File: src/rtl/igu_pkg.sv
// Package: shared defaults and the control-register record of the
// interrupt gating unit. Assumes nothing beyond IEEE 1800-2017.
package igu_pkg;

    localparam int IGU_NUM_SRC_DEF = 13;
    localparam int IGU_SW_BITS_DEF = 2;

    // Global controls that gate taking an interrupt
    typedef struct packed {
        logic gie;
        logic dbg;
    } igu_ctrl_t;

endpackage

File: src/rtl/igu_status.sv
// Module: igu_status
// Holds the per-source status bits. A level event writes one bit; out-of-
// range indices match no bit and so change nothing. The lowest SW_BITS bits
// can also be written by software, and software wins a same-cycle clash.
// Assumes a synchronous active-low reset that clears every bit.
module igu_status #(
    parameter int NUM_SRC = 13,
    parameter int SW_BITS = 2,
    parameter int IDX_W   = 4
) (
    input  logic               clk,
    input  logic               rst_n,
    input  logic               evt_vld,
    input  logic [IDX_W-1:0]   evt_idx,
    input  logic               evt_lvl,
    input  logic               sw_wr_en,
    input  logic [SW_BITS-1:0] sw_wr_data,
    output logic [NUM_SRC-1:0] status_q
);

    localparam logic [IDX_W:0] SRC_LIM = (IDX_W+1)'(NUM_SRC);
    localparam logic [IDX_W:0] SW_LIM  = (IDX_W+1)'(SW_BITS);

    for (genvar g = 0; g < NUM_SRC; g++) begin : g_bit
        if (g < SW_BITS) begin : g_sw
            // Software-writable bit: software write first, then line event
            always_ff @(posedge clk) begin
                if (!rst_n)
                    status_q[g] <= 1'b0;
                else if (sw_wr_en)
                    status_q[g] <= sw_wr_data[g];
                else if (evt_vld && evt_idx == IDX_W'(g))
                    status_q[g] <= evt_lvl;
            end
        end else begin : g_hw
            // Hardware-only bit: follows its line event
            always_ff @(posedge clk) begin
                if (!rst_n)
                    status_q[g] <= 1'b0;
                else if (evt_vld && evt_idx == IDX_W'(g))
                    status_q[g] <= evt_lvl;
            end
        end
    end

    AST_EVT_LANDS: assert property (@(posedge clk) disable iff (!rst_n)
        (evt_vld && ({1'b0, evt_idx} < SRC_LIM) &&
         !(sw_wr_en && ({1'b0, evt_idx} < SW_LIM)))
        |=> status_q[$past(evt_idx)] == $past(evt_lvl));

    AST_OOR_IGNORED: assert property (@(posedge clk) disable iff (!rst_n)
        (evt_vld && ({1'b0, evt_idx} >= SRC_LIM) && !sw_wr_en)
        |=> $stable(status_q));

endmodule

File: src/rtl/igu_prio.sv
// Module: igu_prio
// Combinational priority search: returns the highest-numbered set bit of
// the input vector and whether any bit is set. Index is 0 when none is set.
module igu_prio #(
    parameter int NUM_SRC = 13,
    parameter int IDX_W   = 4
) (
    input  logic [NUM_SRC-1:0] vec,
    output logic [IDX_W-1:0]   top_idx,
    output logic               any
);

    // Scan upward so that the last (highest) set bit is kept
    always_comb begin
        top_idx = '0;
        for (int i = 0; i < NUM_SRC; i++) begin
            if (vec[i])
                top_idx = IDX_W'(i);
        end
    end

    // Any-bit reduction for the valid qualifier
    always_comb any = |vec;

endmodule

File: src/rtl/igu_gate.sv
// Module: igu_gate
// Registers the take decision and the selected index. Taking needs the
// global enable, a clear debug flag and a nonzero masked pending set.
// Assumes pend_vec, sel_idx and sel_any describe the same cycle.
module igu_gate #(
    parameter int NUM_SRC = 13,
    parameter int IDX_W   = 4
) (
    input  logic                clk,
    input  logic                rst_n,
    input  logic [NUM_SRC-1:0]  pend_vec,
    input  igu_pkg::igu_ctrl_t  ctrl,
    input  logic [IDX_W-1:0]    sel_idx,
    input  logic                sel_any,
    output logic                take_q,
    output logic [IDX_W-1:0]    idx_q,
    output logic                vld_q
);

    logic allow;

    // Gate: global enable on and not in debug state
    always_comb allow = ctrl.gie && !ctrl.dbg;

    // Output register stage for take, index and qualifier
    always_ff @(posedge clk) begin
        if (!rst_n) begin
            take_q <= 1'b0;
            idx_q  <= '0;
            vld_q  <= 1'b0;
        end else begin
            take_q <= allow && sel_any;
            idx_q  <= sel_any ? sel_idx : '0;
            vld_q  <= sel_any;
        end
    end

    AST_TAKE_GATED: assert property (@(posedge clk) disable iff (!rst_n)
        take_q |-> ($past(ctrl.gie) && !$past(ctrl.dbg) && ($past(pend_vec) != '0)));

    AST_IDX_TOP: assert property (@(posedge clk) disable iff (!rst_n)
        vld_q |-> (($past(pend_vec) >> idx_q) == NUM_SRC'(1)));

    AST_IDX_ZERO: assert property (@(posedge clk) disable iff (!rst_n)
        !vld_q |-> (idx_q == '0 && !take_q));

endmodule

File: src/rtl/irq_gate_unit.sv
// Module: irq_gate_unit (top)
// Interrupt pending and gating unit. Holds status, mask, global enable and
// debug flag; drives an ungated wake, a registered take request and the
// registered index of the highest masked pending source.
// Assumes synchronous active-low reset and one clock domain.
module irq_gate_unit #(
    parameter int NUM_SRC = igu_pkg::IGU_NUM_SRC_DEF,
    parameter int SW_BITS = igu_pkg::IGU_SW_BITS_DEF,
    parameter int IDX_W   = $clog2(NUM_SRC)
) (
    input  logic               clk,
    input  logic               rst_n,
    input  logic               line_vld,
    input  logic [IDX_W-1:0]   line_idx,
    input  logic               line_lvl,
    input  logic               swi_wr_en,
    input  logic [SW_BITS-1:0] swi_wr_data,
    input  logic               mask_wr_en,
    input  logic [NUM_SRC-1:0] mask_wr_data,
    input  logic               gie_wr_en,
    input  logic               gie_wr_data,
    input  logic               dbg_wr_en,
    input  logic               dbg_wr_data,
    output logic [NUM_SRC-1:0] status_rd,
    output logic [NUM_SRC-1:0] mask_rd,
    output logic               gie_rd,
    output logic               dbg_rd,
    output logic               wake,
    output logic               take_req,
    output logic [IDX_W-1:0]   take_idx,
    output logic               take_idx_vld
);

    logic [NUM_SRC-1:0]  status_q;
    logic [NUM_SRC-1:0]  mask_q;
    igu_pkg::igu_ctrl_t  ctrl_q;
    logic [NUM_SRC-1:0]  pend;
    logic [IDX_W-1:0]    sel_idx;
    logic                sel_any;

    igu_status #(.NUM_SRC(NUM_SRC), .SW_BITS(SW_BITS), .IDX_W(IDX_W)) u_status (
        .clk        (clk),
        .rst_n      (rst_n),
        .evt_vld    (line_vld),
        .evt_idx    (line_idx),
        .evt_lvl    (line_lvl),
        .sw_wr_en   (swi_wr_en),
        .sw_wr_data (swi_wr_data),
        .status_q   (status_q)
    );

    // Control registers: mask, global enable and debug flag
    always_ff @(posedge clk) begin
        if (!rst_n) begin
            mask_q <= '0;
            ctrl_q <= '0;
        end else begin
            if (mask_wr_en) mask_q     <= mask_wr_data;
            if (gie_wr_en)  ctrl_q.gie <= gie_wr_data;
            if (dbg_wr_en)  ctrl_q.dbg <= dbg_wr_data;
        end
    end

    // Masked pending set
    always_comb pend = status_q & mask_q;

    igu_prio #(.NUM_SRC(NUM_SRC), .IDX_W(IDX_W)) u_prio (
        .vec     (pend),
        .top_idx (sel_idx),
        .any     (sel_any)
    );

    igu_gate #(.NUM_SRC(NUM_SRC), .IDX_W(IDX_W)) u_gate (
        .clk      (clk),
        .rst_n    (rst_n),
        .pend_vec (pend),
        .ctrl     (ctrl_q),
        .sel_idx  (sel_idx),
        .sel_any  (sel_any),
        .take_q   (take_req),
        .idx_q    (take_idx),
        .vld_q    (take_idx_vld)
    );

    // Read-back and ungated wake
    always_comb begin
        status_rd = status_q;
        mask_rd   = mask_q;
        gie_rd    = ctrl_q.gie;
        dbg_rd    = ctrl_q.dbg;
        wake      = sel_any;
    end

    AST_VLD_AFTER_WAKE: assert property (@(posedge clk) disable iff (!rst_n)
        take_idx_vld |-> $past(wake));

    AST_MASK_LOAD: assert property (@(posedge clk) disable iff (!rst_n)
        mask_wr_en |=> mask_rd == $past(mask_wr_data));

endmodule

File: config.mk
export PLATFORM = sky130hd
export DESIGN_NAME = irq_gate_unit
export DESIGN_NICKNAME = d
export VERILOG_FILES = /design/src/rtl/igu_pkg.sv /design/src/rtl/igu_status.sv /design/src/rtl/igu_prio.sv /design/src/rtl/igu_gate.sv /design/src/rtl/irq_gate_unit.sv
export SDC_FILE = /design/constraint.sdc
export NUM_CORES = 1
export LEC_CHECK = 0
export ABC_AREA = 1
export BUFFER_PORTS_ARGS = -buffer_cell sky130_fd_sc_hd__buf_2
export CAP_MARGIN = 5
export CORE_ASPECT_RATIO = 0.7
export CORE_MARGIN = 1
export CORE_UTILIZATION = 35
export DETAILED_ROUTE_END_ITERATION = 6
export PLACE_DENSITY = 0.64
export SLEW_MARGIN = 5
export SYNTH_ARGS = -nofsm -noshare
export SYNTH_HDL_FRONTEND = slang
export SYNTH_SLANG_ARGS = --single-unit
File: constraint.sdc
create_clock -name clk -period 1.4 [get_ports clk]
set_input_delay 0.14 -clock clk [delete_from_list [all_inputs] [get_ports clk]]
set_output_delay 0.14 -clock clk [all_outputs]
set_load 0.02 [all_outputs]
==> results.md, run 1 <==
- # H-tree levels: 2
- Area growth syn-to-layout: 41.6%
- Max-slew violations: 0
- Worst-path fanout max: 3
- Gpl congestion: 0.772
- Initial Utilization: 0.383
- Layout Skew: 0.00757 ns
- Post-synth top area share: 0.481
- Leakage Power: 1.03 nW
- Clock Power Share: 0.394
- Logic pwr share: 0.141
- DRC errors left: 0
- Switching Fraction: 0.263
- Post-route setup slack: 0.0394 ns
- Via Count: 1444
- Ys Warns: 0
- Unique masters post-synth: 20
- Ant. Diodes: 0
- Reg2Reg Depth: 8
- Post-DRT Antenna Nets: 0
- Hold Path Class: in2reg
- Int Pwr: 1.65 mW
- Most frequent cells in the layout: buf_2 (62), nor2_1 (35), dfxtp_1 (29)
- Hold_sp: dbg_wr_en
- CTS tree: yes
- Seq cells post-synth: 34
- Clock transition at path regs: 0.07 ns
- CTS root buf: clkbuf_8
- Clock sink count: 34
- Share of power burned in registers: 0.465
- Largest stage delay on the critical path: 0.34 ns
- Most Frequent Cell on Critical Path: nand2_4
- Mapped cell area: 0.00142 mm2
- Power Density: 1120 mW/mm2
- DR pass1 iterations: 4
- Status: finished clean
- I/O pins: 64
- Critical path, cell by cell: nand2_4 -> nand2_4 -> nor3_4 -> nand3_2 -> buf_6
- Setup CP Type: reg2out
- Pin count of the biggest net entering global routing: 15
- Via-per-instance ratio: 4.69
- Critical Path RT: 1.26 ns
- Port Buffers: 63
- Hold path depth: 2
- Final period util: 0.972
- Mean Syn Cell Area: 7.73 um2
- Global-route wire length before repair: 6.44 mm
- Nets: 286
- Worst rel slew slack: 0.710
- Worst VDD drop: 542 uV
- Critical R2R Launch: mask_rd[11]
- RSZ-0062 raised after global routing: true
- Placeable Area: 0.00369 mm2
- Fmax: 735 MHz
- Final hold vios: 0
- DR WL/cell: 12.9 um
- Clk buf depth: 2
- DIE AREA: 0.00431 mm2
- Rows: 18
- Worst-Margin Slew: 0.434 ns
- Fin Setup TNS: 0 ns
- Slowest cell on crit path: dfxtp_2
- Width of the die: 78 um
- Crit. End Element: primary output
- Initial DRC Count: 92
- Gr usage total: 0.198
- R2r setup slk: 0.15 ns
- Yosys top cell by area: dfxtp_1
- Grt ovf: 0
- Critical R2R Capture: u_gate.idx_q[3]
- Maxcap violations: 0
- Vias in the first global route: 1282
- Worst hold endpoint: dbg_rd
- Pre-CTS setup slack: 0.156 ns
- Finished Layout Cells: 308
- Most common cell after layout, fill and taps aside: buf_2
- Die height: 55.2 um
- Min Clock Period, post-route: 1.36 ns
- FILL cells: 369
- Initial antenna violation count: 0
- Register area share after synthesis: 0.481
- Layout cells sized above 1: 0.399
- Setup-failing EPs final: 0
- Dpl cells: 293
- Post-synth net total: 212
- Number of CTS-inserted buffers: 5
- Placed cell area: 0.00178 mm2
- Setup crit start kind: flop
- Design area: 0.00200 mm2
- Mapped Cells: 183
- Total Wirelength: 3.98 mm
- Arrival @ worst endpoint: 1.22 ns
- Detail Placement HPWL: 2.96 mm
- Top cells by area, synth: dfxtp_1 (48%), nor2_1 (9.5%), nand2_1 (8.0%)
- Worst-skew pair later-pin latency: 0.29 ns
- Net switching power: 0.589 mW
- Fin util: 0.543
[cell usage after synthesis]
cell           instances
nor2_1                36
dfxtp_1               34
nand2_1               30
a21oi_1               18
o21ai_0               17
inv_1                 14
a311oi_1               9
clkbuf_1               4
inv_2                  3
nor3_1                 3
nor3_4                 3
nand3_1                2
nor2_2                 2
nor3_2                 2
a211o_1                1
a22oi_1                1
a31oi_1                1
a32oi_1                1
dlygate4sd1_1          1
o21bai_1               1
[metrics by stage]
stage	hold slack [ns]	total power [mW]
global placement	0.330	1.36
floorplan	0.233	1.23
finish	0.0275	2.24
CTS	0.0210	2.25
detailed placement	0.332	1.36
global route	0.0206	2.35
[sequential cells by signal, indices dropped and copies added (netlist names)]
register,flops
dbg_rd,1
gie_rd,1
mask_rd,13
u_gate.idx_q,4
u_gate.take_q,1
u_gate.vld_q,1
u_status.status_q,13
[power by group through the flow]
stage | logic [mW] | registers [mW] | clock network, mW
global route | 0.348 | 1.05 | 0.953
global placement | 0.296 | 1.06 | 0
CTS | 0.310 | 1.04 | 0.895
finish | 0.315 | 1.04 | 0.882
floorplan | 0.119 | 1.11 | 0
detailed placement | 0.300 | 1.06 | 0
[layout make-up]
class                   count  area [um2]  area share
multi-input cells         127         691       0.345
flip-flops and latches     34         689       0.344
clock buffers               5        68.8      0.0343
inverters                  17        63.8      0.0318
well taps                  50        62.6      0.0312
repair buffers             72         389       0.194
clock inverters             3        40.0      0.0200
[how the worst max path moves through the flow]
| stage | from | to | slack (ns) | cells after the start |
|---|---|---|---|---|
| 2_1_floorplan | u_status.status_q[8] | u_gate.idx_q[1] | 0.02 | 8 |
| 3_3_place_gp | u_status.status_q[8] | u_gate.idx_q[0] | 0.24 | 8 |
| 3_5_place_dp | u_status.status_q[8] | u_gate.idx_q[1] | 0.16 | 8 |
| 4_1_cts | u_status.status_q[12] | wake | 0.001 | 5 |
| 5_1_grt | mask_rd[11] | wake | -0.03 | 5 |
| 6_report | mask_rd[11] | wake | 0.04 | 5 |
[what timing repair did]
item                       in CTS  in global routing
gates cloned                    0                  0
hold endpoints to repair        0                  0
buffers inserted                4                  3
pin swaps                       3                  5
setup endpoints to repair       1                  1
gates resized for setup         9                 11
hold buffers                    0                  0
[critical path: cells and delay by family, from the launching register on]
family        cells  cell delay (ns)
buf+inv           1             0.14
flops             1             0.34
simple gates      4             0.44
[kinds of logic (layout without fill, tap and decap cells)]
group                  after synthesis  in the layout  synth area share
and+or+nand+nor                     78             78             0.250
AOI/OAI and AO/OA                   49             49             0.207
DFF                                 34             34             0.481
buffers and inverters               22             97            0.0619
[per-layer routing]
metal / global-route usage / part of all wire / up-vias / wire length (um)
li1: - / - / 764 / -
met2: 0.259 / 0.41 / 55 / 1630
met3: 0.0694 / 0.082 / 7 / 328
met4: 0.0767 / 0.014 / 0 / 55
met5: 0 / 0 / - / 0
met1: 0.291 / 0.49 / 618 / 1970
(Power assumes the default switching activity.)
==> run 2, diff against run 1 <==
Settings changed: CORE_MARGIN 1 to 8.
==> run 2 against run 1 <==
  * Via count is 1.7% higher
  * Sequential power is essentially flat
  * Non-clock buffer count shrank 1
  * Largest cell class is now registers
  * Critical path depth stayed put
  * Count of clock-buffer cells in the layout stayed put
  * Routed wire length grew 7.2%
  * Highest routed layer unchanged
  * Combinational power hardly changed
  * Register-to-register slack is essentially flat
==> results.md, run 2 (same netlist as run 1, synthesis figures left out) <==
- Status: finished clean
- Worst rel slew slack: 0.706 (-0.00465)
- Final hold vios: 0 (unchanged)
- Setup CP Type: reg2out
- Worst VDD drop: 496 uV (-8.5%)
- Width of the die: 92 um (+18%)
- Critical path, cell by cell: nand2_4 -> nand2_4 -> nor3_4 -> nand3_2 -> buf_6
- Ant. Diodes: 0 (unchanged)
- Largest stage delay on the critical path: 0.36 ns (+0.02 ns)
- Post-DRT Antenna Nets: 0 (unchanged)
- Register area: 693 um2 (+0.54%)
- Arrival @ worst endpoint: 1.23 ns (about the same)
- Clock transition at path regs: 0.07 ns (about the same)
- Grt ovf: 0 (unchanged)
- Via Count: 1468 (+1.7%)
- Via-per-instance ratio: 4.75 (+1.3%)
- Slowest cell on crit path: dfxtp_4
- DR WL/cell: 13.8 um (+6.8%)
- R2r setup slk: 0.16 ns (about the same)
- Worst-skew pair later-pin latency: 0.29 ns (about the same)
- Nets: 285 (-0.35%)
- Max-slew violations: 0 (unchanged)
- DR pass1 iterations: 4 (unchanged)
- GRT Max-Usage Layer: met2
- Fmax: 730 MHz (-0.67%)
- Finished Layout Cells: 309 (+0.32%)
- Gpl congestion: 0.788 (+2.0%)
- Power Density: 1130 mW/mm2 (+0.97%)
- CTS tree: yes
- Final period util: 0.978 (+0.00656)
- Initial DRC Count: 42 (-54%)
- Area growth syn-to-layout: 42.1%
- Leakage Power: 1.01 nW (-2.3%)
- Number of CTS-inserted buffers: 5 (unchanged)
- FILL cells: 398 (+7.9%)
- Met3 GRT Util: 0.0627 (-0.00672)
- Global-route wire length before repair: 6.84 mm (+6.1%)
- Multi-input gate area: 693 um2 (+0.36%)
- DRC errors left: 0 (unchanged)
- DIE AREA: 0.00637 mm2 (+48%)
- Worst-path fanout max: 3 (unchanged)
- Pin count of the biggest net entering global routing: 15 (unchanged)
- Crit. End Element: primary output
- Total Wirelength: 4.27 mm (+7.2%)
- Critical Path RT: 1.26 ns (about the same)
- Layout cells sized above 1: 0.424 (+0.0249)
- Rows: 19 (+1)
- Dpl cells: 295 (+0.68%)
- Maxcap violations: 0 (unchanged)
- Worst-Margin Slew: 0.441 ns (+0.00697 ns)
- Setup-failing EPs final: 0 (unchanged)
- Gr usage total: 0.132 (-0.0656)
- CTS root buf: clkbuf_8
- Layout Skew: 0.00601 ns (-0.00157 ns)
- Detail Placement HPWL: 3.31 mm (+12%)
- Clk buf depth: 2 (unchanged)
- # H-tree levels: 2 (unchanged)
- Initial antenna violation count: 0 (unchanged)
- M1 GR Usage: 0.175 (-0.116)
- Most Frequent Cell on Critical Path: nand2_4
- Fin Setup TNS: 0 ns (unchanged)
- Initial Utilization: 0.363 (-0.0202)
- Hold Path Class: in2reg
- RSZ-0062 raised after global routing: true
- I/O pins: 64 (unchanged)
- Die height: 69.2 um (+25%)
- Placeable Area: 0.00390 mm2 (+5.6%)
- Most common cell after layout, fill and taps aside: buf_2
- Vias in the first global route: 1407 (+9.8%)
- Hold Slack: 0.0320 ns (+0.00448 ns)
- Min Clock Period, post-route: 1.37 ns (+0.00918 ns)
- Clock sink count: 34 (unchanged)
- Port Buffers: 63 (unchanged)
- Setup crit start kind: flop
- Most frequent cells in the layout: buf_2 (62), nor2_1 (34), dfxtp_1 (26)
- Met2 GRT Util: 0.176 (-0.0835)
## run 2: metal layers
metal / vias to the layer above / part of all wire
li1: 773 / -
met1: 634 / 0.48
met2: 53 / 0.40
met3: 8 / 0.10
met4: 0 / 0.015
met5: - / 0
## run 2: what timing repair did
item                       4_1_cts  5_1_grt
pin swaps                        3        5
setup endpoints to repair        1        1
buffers inserted                 5        1
hold buffers                     0        0
gates resized for setup          7       19
## run 2: metrics by stage
| step | total power, mW | setup slack (ns) | utilization | instance area [um2] |
|---|---|---|---|---|
| 6_report | 2.27 | 0.0302 | 0.516 | 2010 |
| 3_5_place_dp | 1.36 | 0.200 | 0.458 | 1790 |
| 5_1_grt | 2.37 | -0.0186 | 0.516 | 2010 |
| 3_3_place_gp | 1.36 | 0.224 | 0.458 | 1790 |
| 4_1_cts | 2.28 | 0.00406 | 0.501 | 1950 |
| 2_1_floorplan | 1.23 | 0.0178 | - | 1420 |
## run 2: power breakdown
group          internal, mW  switching, mW
clock                 0.529          0.380
combinational         0.116          0.199
sequential             1.01         0.0342
## run 2: critical path, delay by kind of cell (launching register included)
| family | cells | cell delay (ns) |
|---|---|---|
| buf+inv | 1 | 0.15 |
| flops | 1 | 0.36 |
| simple gates | 4 | 0.43 |
## run 2: cell type report
class,instances,area share
timing repair buffer,71,0.190
multi-input combinational,127,0.345
inverter,17,0.0317
clock buffer,5,0.0342
clock inverter,3,0.0224
tap,52,0.0324
sequential,34,0.345
## run 2: final timing paths
path	startpoint	endpoint	cells past startpoint
min reg2reg	dbg_rd	u_gate.take_q	1
max reg2reg	u_status.status_q[8]	u_gate.idx_q[3]	8
min	dbg_wr_en	dbg_rd	2
max	u_status.status_q[8]	wake	5
